File: src/rtl/lcl_bus_pkg.sv
package lcl_bus_pkg;

  localparam int unsigned QTR_BITS = 2;

  typedef enum logic [1:0] {
    DIV_BY1     = 2'd0,
    DIV_BY2     = 2'd1,
    DIV_BY4     = 2'd2,
    DIV_BY4_ALT = 2'd3
  } lcl_div_e;

  typedef enum logic [1:0] {
    SMP_HALF     = 2'd0,
    SMP_3QTR     = 2'd1,
    SMP_END      = 2'd2,
    SMP_HALF_ALT = 2'd3
  } lcl_smp_e;

  typedef struct packed {
    logic preceding;
    logic active_high;
  } lcl_sync_t;

  // last prescaler value before a local half-period tick
  function automatic logic [1:0] div_limit(input lcl_div_e d);
    case (d)
      DIV_BY1: return 2'd0;
      DIV_BY2: return 2'd1;
      default: return 2'd3;
    endcase
  endfunction

  // quarter of the bit whose closing edge takes the input sample
  function automatic logic [1:0] smp_quarter(input lcl_smp_e s);
    case (s)
      SMP_3QTR: return 2'd2;
      SMP_END:  return 2'd3;
      default:  return 2'd1;
    endcase
  endfunction

endpackage

File: src/rtl/lcl_rst_sync.sv
module lcl_rst_sync (
  input  logic clk,
  input  logic rst_n,
  output logic rst_sync_n
);
  logic [1:0] stage_q;

  always_ff @(posedge clk or negedge rst_n) begin
    if (!rst_n) stage_q <= 2'b00;
    else        stage_q <= {stage_q[0], 1'b1};
  end

  assign rst_sync_n = stage_q[1];
endmodule

File: src/rtl/lcl_prescale.sv
module lcl_prescale
  import lcl_bus_pkg::*;
#(
  parameter int unsigned PW = 2
) (
  input  logic     clk,
  input  logic     rst_n,
  input  logic     x2_edge,
  input  logic     frame_mark,
  input  lcl_div_e div_sel,
  output logic     hp_tick
);
  logic [PW-1:0] pre_q, pre_d, lim;
  logic          at_lim;

  always_comb begin
    lim    = PW'(div_limit(div_sel));
    at_lim = (pre_q >= lim);
    hp_tick = x2_edge && !frame_mark && at_lim;
    pre_d = pre_q;
    if (frame_mark)   pre_d = '0;
    else if (x2_edge) pre_d = at_lim ? '0 : pre_q + PW'(1);
  end

  always_ff @(posedge clk or negedge rst_n) begin
    if (!rst_n) pre_q <= '0;
    else        pre_q <= pre_d;
  end
endmodule

File: src/rtl/lcl_frame_ctr.sv
module lcl_frame_ctr
  import lcl_bus_pkg::*;
#(
  parameter int unsigned CHANNELS = 32,
  parameter int unsigned BITS     = 8,
  localparam int unsigned HP_FRAME = CHANNELS * BITS * (1 << QTR_BITS),
  localparam int unsigned HW       = $clog2(HP_FRAME)
) (
  input  logic          clk,
  input  logic          rst_n,
  input  logic          hp_tick,
  input  logic          frame_mark,
  input  lcl_sync_t     sync_cfg,
  output logic [HW-1:0] cnt,
  output logic          loc_x2,
  output logic          loc_x1,
  output logic          loc_sync
);
  localparam logic [HW-1:0] LAST     = HW'(HP_FRAME - 1);
  localparam logic [HW-1:0] PRE_FROM = HW'(HP_FRAME - 4);

  logic [HW-1:0] cnt_q, cnt_d;
  logic          win;

  always_comb begin
    cnt_d = cnt_q;
    if (frame_mark)   cnt_d = '0;
    else if (hp_tick) cnt_d = (cnt_q == LAST) ? '0 : cnt_q + HW'(1);
  end

  always_ff @(posedge clk or negedge rst_n) begin
    if (!rst_n) cnt_q <= '0;
    else        cnt_q <= cnt_d;
  end

  always_comb begin
    if (sync_cfg.preceding) win = (cnt_q >= PRE_FROM);
    else                    win = (cnt_q == LAST) || (cnt_q == '0);
    loc_sync = sync_cfg.active_high ? win : !win;
  end

  assign cnt    = cnt_q;
  assign loc_x2 = !cnt_q[0];
  assign loc_x1 = !cnt_q[1];
endmodule

File: src/rtl/lcl_serdes.sv
module lcl_serdes
  import lcl_bus_pkg::*;
#(
  parameter int unsigned CHANNELS = 32,
  parameter int unsigned BITS     = 8,
  localparam int unsigned BB = $clog2(BITS),
  localparam int unsigned CW = $clog2(CHANNELS),
  localparam int unsigned HW = QTR_BITS + BB + CW
) (
  input  logic            clk,
  input  logic            rst_n,
  input  logic            hp_tick,
  input  logic            frame_mark,
  input  logic [HW-1:0]   cnt,
  input  lcl_smp_e        smp_sel,
  input  logic [BITS-1:0] tx_byte,
  input  logic            loc_rx,
  output logic            loc_tx,
  output logic [BITS-1:0] rx_byte,
  output logic [CW-1:0]   rx_chan,
  output logic            rx_valid
);
  logic [QTR_BITS-1:0] qtr;
  logic [BB-1:0]       bit_f;
  logic [CW-1:0]       chan_f;
  logic                bit_end, last_bit, smp_hit;
  logic [BITS-1:0]     tx_q, tx_d, rsh_q, rsh_d, rb_q, rb_d;
  logic [CW-1:0]       rc_q, rc_d;
  logic                rv_q, rv_d;

  always_comb begin
    qtr      = cnt[QTR_BITS-1:0];
    bit_f    = cnt[QTR_BITS +: BB];
    chan_f   = cnt[QTR_BITS+BB +: CW];
    bit_end  = hp_tick && (qtr == '1);
    last_bit = (bit_f == BB'(BITS - 1));
    smp_hit  = hp_tick && (qtr == QTR_BITS'(smp_quarter(smp_sel)));
  end

  // transmit path: load at channel start, shift at each bit boundary
  always_comb begin
    tx_d = tx_q;
    if (frame_mark)   tx_d = tx_byte;
    else if (bit_end) tx_d = last_bit ? tx_byte : {tx_q[BITS-2:0], 1'b0};
  end

  // receive path: shift in at the chosen point, hand off after the last bit
  always_comb begin
    rsh_d = rsh_q;
    rb_d  = rb_q;
    rc_d  = rc_q;
    rv_d  = 1'b0;
    if (smp_hit) begin
      rsh_d = {rsh_q[BITS-2:0], loc_rx};
      if (last_bit) begin
        rb_d = {rsh_q[BITS-2:0], loc_rx};
        rc_d = chan_f;
        rv_d = 1'b1;
      end
    end
  end

  always_ff @(posedge clk or negedge rst_n) begin
    if (!rst_n) begin
      tx_q  <= '0;
      rsh_q <= '0;
      rb_q  <= '0;
      rc_q  <= '0;
      rv_q  <= 1'b0;
    end else begin
      tx_q  <= tx_d;
      rsh_q <= rsh_d;
      rb_q  <= rb_d;
      rc_q  <= rc_d;
      rv_q  <= rv_d;
    end
  end

  assign loc_tx   = tx_q[BITS-1];
  assign rx_byte  = rb_q;
  assign rx_chan  = rc_q;
  assign rx_valid = rv_q;
endmodule

File: src/rtl/lcl_bus_timing.sv
module lcl_bus_timing
  import lcl_bus_pkg::*;
#(
  parameter int unsigned CHANNELS = 32,
  parameter int unsigned BITS     = 8,
  localparam int unsigned CW = $clog2(CHANNELS),
  localparam int unsigned HW = QTR_BITS + $clog2(BITS) + CW
) (
  input  logic            clk,
  input  logic            rst_n,
  input  logic            x2_edge,
  input  logic            frame_mark,
  input  logic [1:0]      div_sel,
  input  logic [1:0]      sync_sel,
  input  logic [1:0]      smp_sel,
  input  logic [BITS-1:0] tx_byte,
  input  logic            loc_rx,
  output logic            loc_x2,
  output logic            loc_x1,
  output logic            loc_sync,
  output logic            loc_tx,
  output logic [CW-1:0]   chan_idx,
  output logic [BITS-1:0] rx_byte,
  output logic [CW-1:0]   rx_chan,
  output logic            rx_valid
);
  logic          rst_core_n;
  logic          hp_tick;
  logic [HW-1:0] cnt;
  lcl_sync_t     sync_cfg;

  assign sync_cfg = lcl_sync_t'(sync_sel);

  lcl_rst_sync u_rst (
    .clk        (clk),
    .rst_n      (rst_n),
    .rst_sync_n (rst_core_n)
  );

  lcl_prescale #(.PW(2)) u_pre (
    .clk        (clk),
    .rst_n      (rst_core_n),
    .x2_edge    (x2_edge),
    .frame_mark (frame_mark),
    .div_sel    (lcl_div_e'(div_sel)),
    .hp_tick    (hp_tick)
  );

  lcl_frame_ctr #(.CHANNELS(CHANNELS), .BITS(BITS)) u_frm (
    .clk        (clk),
    .rst_n      (rst_core_n),
    .hp_tick    (hp_tick),
    .frame_mark (frame_mark),
    .sync_cfg   (sync_cfg),
    .cnt        (cnt),
    .loc_x2     (loc_x2),
    .loc_x1     (loc_x1),
    .loc_sync   (loc_sync)
  );

  lcl_serdes #(.CHANNELS(CHANNELS), .BITS(BITS)) u_ser (
    .clk        (clk),
    .rst_n      (rst_core_n),
    .hp_tick    (hp_tick),
    .frame_mark (frame_mark),
    .cnt        (cnt),
    .smp_sel    (lcl_smp_e'(smp_sel)),
    .tx_byte    (tx_byte),
    .loc_rx     (loc_rx),
    .loc_tx     (loc_tx),
    .rx_byte    (rx_byte),
    .rx_chan    (rx_chan),
    .rx_valid   (rx_valid)
  );

  assign chan_idx = cnt[HW-1 -: CW];
endmodule

File: config.mk
export PLATFORM = sky130hd
export DESIGN_NAME = lcl_bus_timing
export DESIGN_NICKNAME = d
export VERILOG_FILES = /design/src/rtl/lcl_bus_pkg.sv /design/src/rtl/lcl_rst_sync.sv /design/src/rtl/lcl_prescale.sv /design/src/rtl/lcl_frame_ctr.sv /design/src/rtl/lcl_serdes.sv /design/src/rtl/lcl_bus_timing.sv
export SDC_FILE = /design/constraint.sdc
export NUM_CORES = 1
export LEC_CHECK = 0
export BUFFER_PORTS_ARGS = -buffer_cell sky130_fd_sc_hd__buf_4
export CAP_MARGIN = 20
export CORE_MARGIN = 2
export CORE_UTILIZATION = 45
export CTS_BUF_LIST = sky130_fd_sc_hd__clkbuf_8
export DETAILED_ROUTE_END_ITERATION = 10
export GPL_TIMING_DRIVEN = 0
export PLACE_DENSITY = 0.64
export SYNTH_ARGS = -nofsm -noshare
export SYNTH_HDL_FRONTEND = slang
export SYNTH_SLANG_ARGS = --single-unit
File: constraint.sdc
create_clock -name clk -period 2.3 [get_ports clk]
set_input_delay 0.46 -clock clk [delete_from_list [all_inputs] [get_ports clk]]
set_output_delay 0.46 -clock clk [all_outputs]
set_load 0.02 [all_outputs]
==> flow_metrics.env <==
export IMPL_synth_cells=185
export IMPL_critical_path_cell_chain="inv_1, ha_4, or3b_1, buf_6, and2_4, buf_6, nand3_4, buf_12, mux2_4"
export IMPL_synth_area_leader_cell="dfrtp_1"
export IMPL_fin_crit_ns=2.186
export IMPL_cts_buffers=5
export IMPL_routed_wl_mm=4.012
export IMPL_port_buffers=40
export IMPL_clk_path_buf_depth=2
export IMPL_cpLargestDelayFamily="simple AND/OR/NAND/NOR gates"
export IMPL_fmax_ghz=0.4574
export IMPL_period_share_pct=95.05
export IMPL_min_path_type="flop to asynchronous set/reset pin"
export IMPL_synth_cell_types=45
export IMPL_critPathKind="flop to flop"
export IMPL_drc=0
export IMPL_setup_viol=0
export IMPL_syn_to_final_growth_pct=23.80
export IMPL_antenna_left=0
export IMPL_end_kind="flop"
export IMPL_grt_pass1_vias=1495
export IMPL_grt_pass1_wl_mm=7.072
export IMPL_fin_nets=258
export IMPL_synth_warnings=0
export IMPL_status="finished clean"
export IMPL_io_pins=42
export IMPL_cts_sinks=43
export IMPL_switching_share_pct=26.34
export IMPL_required_ns=2.48
export IMPL_maxCapViolCount=0
export IMPL_crit_path_frequent_cell="buf_6"
export IMPL_rsz0062_at_grt="false"
export IMPL_post_dp_hpwl_mm=2.938
export IMPL_vias=1523
export IMPL_clkTransAtPathRegs_ns=0.08
export IMPL_row_count=25
export IMPL_drtIter0Drc=67
export IMPL_pwr_share_clk_pct=31.3
export IMPL_power_density_mw_per_mm2=565.2
export IMPL_utilization_pct=56.70
export IMPL_crit_fanout=10
export IMPL_pwr_share_seq_pct=54.9
export IMPL_synth_seq_cells=43
export IMPL_switching_power_uw=393.4
export IMPL_grt_ovfl_total=0
export IMPL_crit_arrival_ns=2.37
export IMPL_clk_latency_ns=0.30
export IMPL_die_area_mm2=0.005310
export IMPL_synth_seq_area_share_pct=50.41
export IMPL_cts_tree="yes"
export IMPL_ir_worst_vdd_uv=318.0
export IMPL_r2r_cells=9
export IMPL_layout_drive_gt1_share_pct=37.45
export IMPL_fin_area_mm2=0.002643
export IMPL_cts_root_buffer_cell="clkbuf_8"
export IMPL_p_int_uw=1100
export IMPL_skew_ns=0.006883
export IMPL_final_hold_violation_count=0
export IMPL_diodes=0
export IMPL_drt_pass1_iter_count=4
export IMPL_cp_start_kind="flop"
export IMPL_path_buf_inv=4
export IMPL_slowest_stage="dfrtp_1"
export IMPL_syn_num_nets=209
export IMPL_htree_levels=2
export IMPL_core_area_mm2=0.004661
export IMPL_die_h_um=72.87
export IMPL_gp_congestion=0.8186
export IMPL_cpPeakStageDelay_ns=0.41
export IMPL_synth_area_leaders="dfrtp_1, mux2_4, mux2_2"
export IMPL_track_usage_pct=17.29
export IMPL_vias_per_cell=5.270
export IMPL_maxSlewViolCount=0
export IMPL_antenna_found_initial=0
export IMPL_grt_max_degree=35
export IMPL_power_share_combinational_pct=13.8
export IMPL_initial_core_util_pct=45.80
export IMPL_leakage_uw=0.001303
export IMPL_postSynthAreaPerCell_um2=11.54
export IMPL_synthesis_area_mm2=0.002135
export IMPL_rrSetupSlack_ns=0.11
export IMPL_placed_cell_area_mm2=0.002545
export IMPL_path_depth=9
export IMPL_wl_per_cell_um=13.88
export IMPL_die_w_um=72.87
export IMPL_synth_top_area_share_pct=50.41
==> per-stage QoR <==
step                hold WS [ns]  setup slack [ns]  TNS, ns  cells  total power [µW]
CTS                       0.1273           0.07893        0    289              1508
finish                    0.1208            0.1139        0    289              1494
floorplan                 0.1644           0.01149        0    185             966.1
detailed placement        0.1190           -0.1788   -3.120    280              1044
global placement          0.2428           -0.1793   -3.048    279              1033
global route              0.1438          0.008452        0    289              1573
==> repair_timing <==
action | 4_1_cts | 5_1_grt
gates resized for setup | 0 | 1
hold buffers | 1 | 0
setup endpoints to repair | 0 | 1
setup buffers | 0 | 0
hold endpoints to repair | 2 | 0
==> metal layers <==
layer	routed length, µm	track usage, %
met1	1869	23.66
met2	1961	27.07
met3	139	5.110
met4	42	4.321
met5	0	0
==> cell usage in the layout (no fill, tap or decap), drive strengths merged, types with 7 or more instances in the layout <==
cell,netlist,final
buf,11,52
dfrtp,43,43
mux2,20,20
mux2i,8,8
nand2,19,19
nand3,12,12
nor2,7,7
o21ai,9,9
==> power groups by stage <==
stage / logic [µW] / registers (µW) / clock network, µW
2_1_floorplan: 128 / 838 / 0
3_3_place_gp: 188 / 846 / 0
3_5_place_dp: 207 / 837 / 0
4_1_cts: 209 / 821 / 477
5_1_grt: 231 / 828 / 514
6_report: 206 / 820 / 468
==> cells by family (layout without fill, tap and decap cells) <==
group / count (synthesis) / after routing / share of synthesized area [%]
and+or+nand+nor: 60 / 60 / 15.65
AOI/OAI and AO/OA: 25 / 25 / 7.151
buffers and inverters: 17 / 67 / 5.158
xor gates and xnor gates: 6 / 6 / 2.462
other: 1 / 1 / 0.1757
DFF: 43 / 43 / 50.41
adders and majority gates: 5 / 5 / 2.931
muxes: 28 / 28 / 16.06
==> state kept, by name (all words and copies together), names as in the netlist <==
name and flops:
u_ser.rx_chan 5, u_ser.rsh_q 7, u_rst.stage_q 2, u_pre.pre_q 2, u_frm.cnt 10, u_ser.rx_byte 8, u_ser.rx_valid 1, u_ser.tx_q 8
==> worst paths after layout <==
path / from / to
setup / recovery: u_pre.pre_q[0]$_DFFE_PN0P_ / u_ser.rx_byte[5]$_DFFE_PN0P_
hold / removal: u_rst.stage_q[1]$_DFF_PN0_ / u_frm.cnt[2]$_DFFE_PN0P_
min in group clk: u_rst.stage_q[0]$_DFF_PN0_ / u_rst.stage_q[1]$_DFF_PN0_
hold reg to reg: u_rst.stage_q[1]$_DFF_PN0_ / u_frm.cnt[2]$_DFFE_PN0P_
setup reg to reg: u_pre.pre_q[0]$_DFFE_PN0P_ / u_ser.rx_byte[5]$_DFFE_PN0P_
max in group asynchronous: rst_n / u_rst.stage_q[1]$_DFF_PN0_
==> final cells by class <==
type / count / area (µm²)
Clock inverter: 3 / 16.27
Tap cell: 54 / 67.56
Sequential cell: 43 / 1077
Fill cell: 424 / 2018
Multi-Input combinational cell: 125 / 965.9
Clock buffer: 5 / 68.82
Inverter: 5 / 18.77
Buffer: 12 / 97.59
Timing Repair Buffer: 42 / 330.3
==> Yosys cell counts, drive strengths merged <==
| cell | number |
|---|---|
| a21oi | 6 |
| a311oi | 1 |
| a31oi | 5 |
| and2 | 3 |
| and3 | 1 |
| and4 | 1 |
| buf | 11 |
| clkbuf | 1 |
| conb | 1 |
| dfrtp | 43 |
| ha | 5 |
| inv | 5 |
| mux2 | 20 |
| mux2i | 8 |
| nand2 | 19 |
| nand2b | 2 |
| nand3 | 12 |
| nand4 | 4 |
| nand4b | 1 |
| nor2 | 7 |
| nor2b | 1 |
| nor3 | 2 |
| nor4 | 2 |
| o2111ai | 1 |
| o211ai | 1 |
| o21a | 1 |
| o21ai | 9 |
| o31ai | 1 |
| or2 | 1 |
| or3 | 1 |
| or3b | 1 |
| or4 | 2 |
| xnor2 | 3 |
| xor2 | 3 |
(Power assumes the default switching activity.)
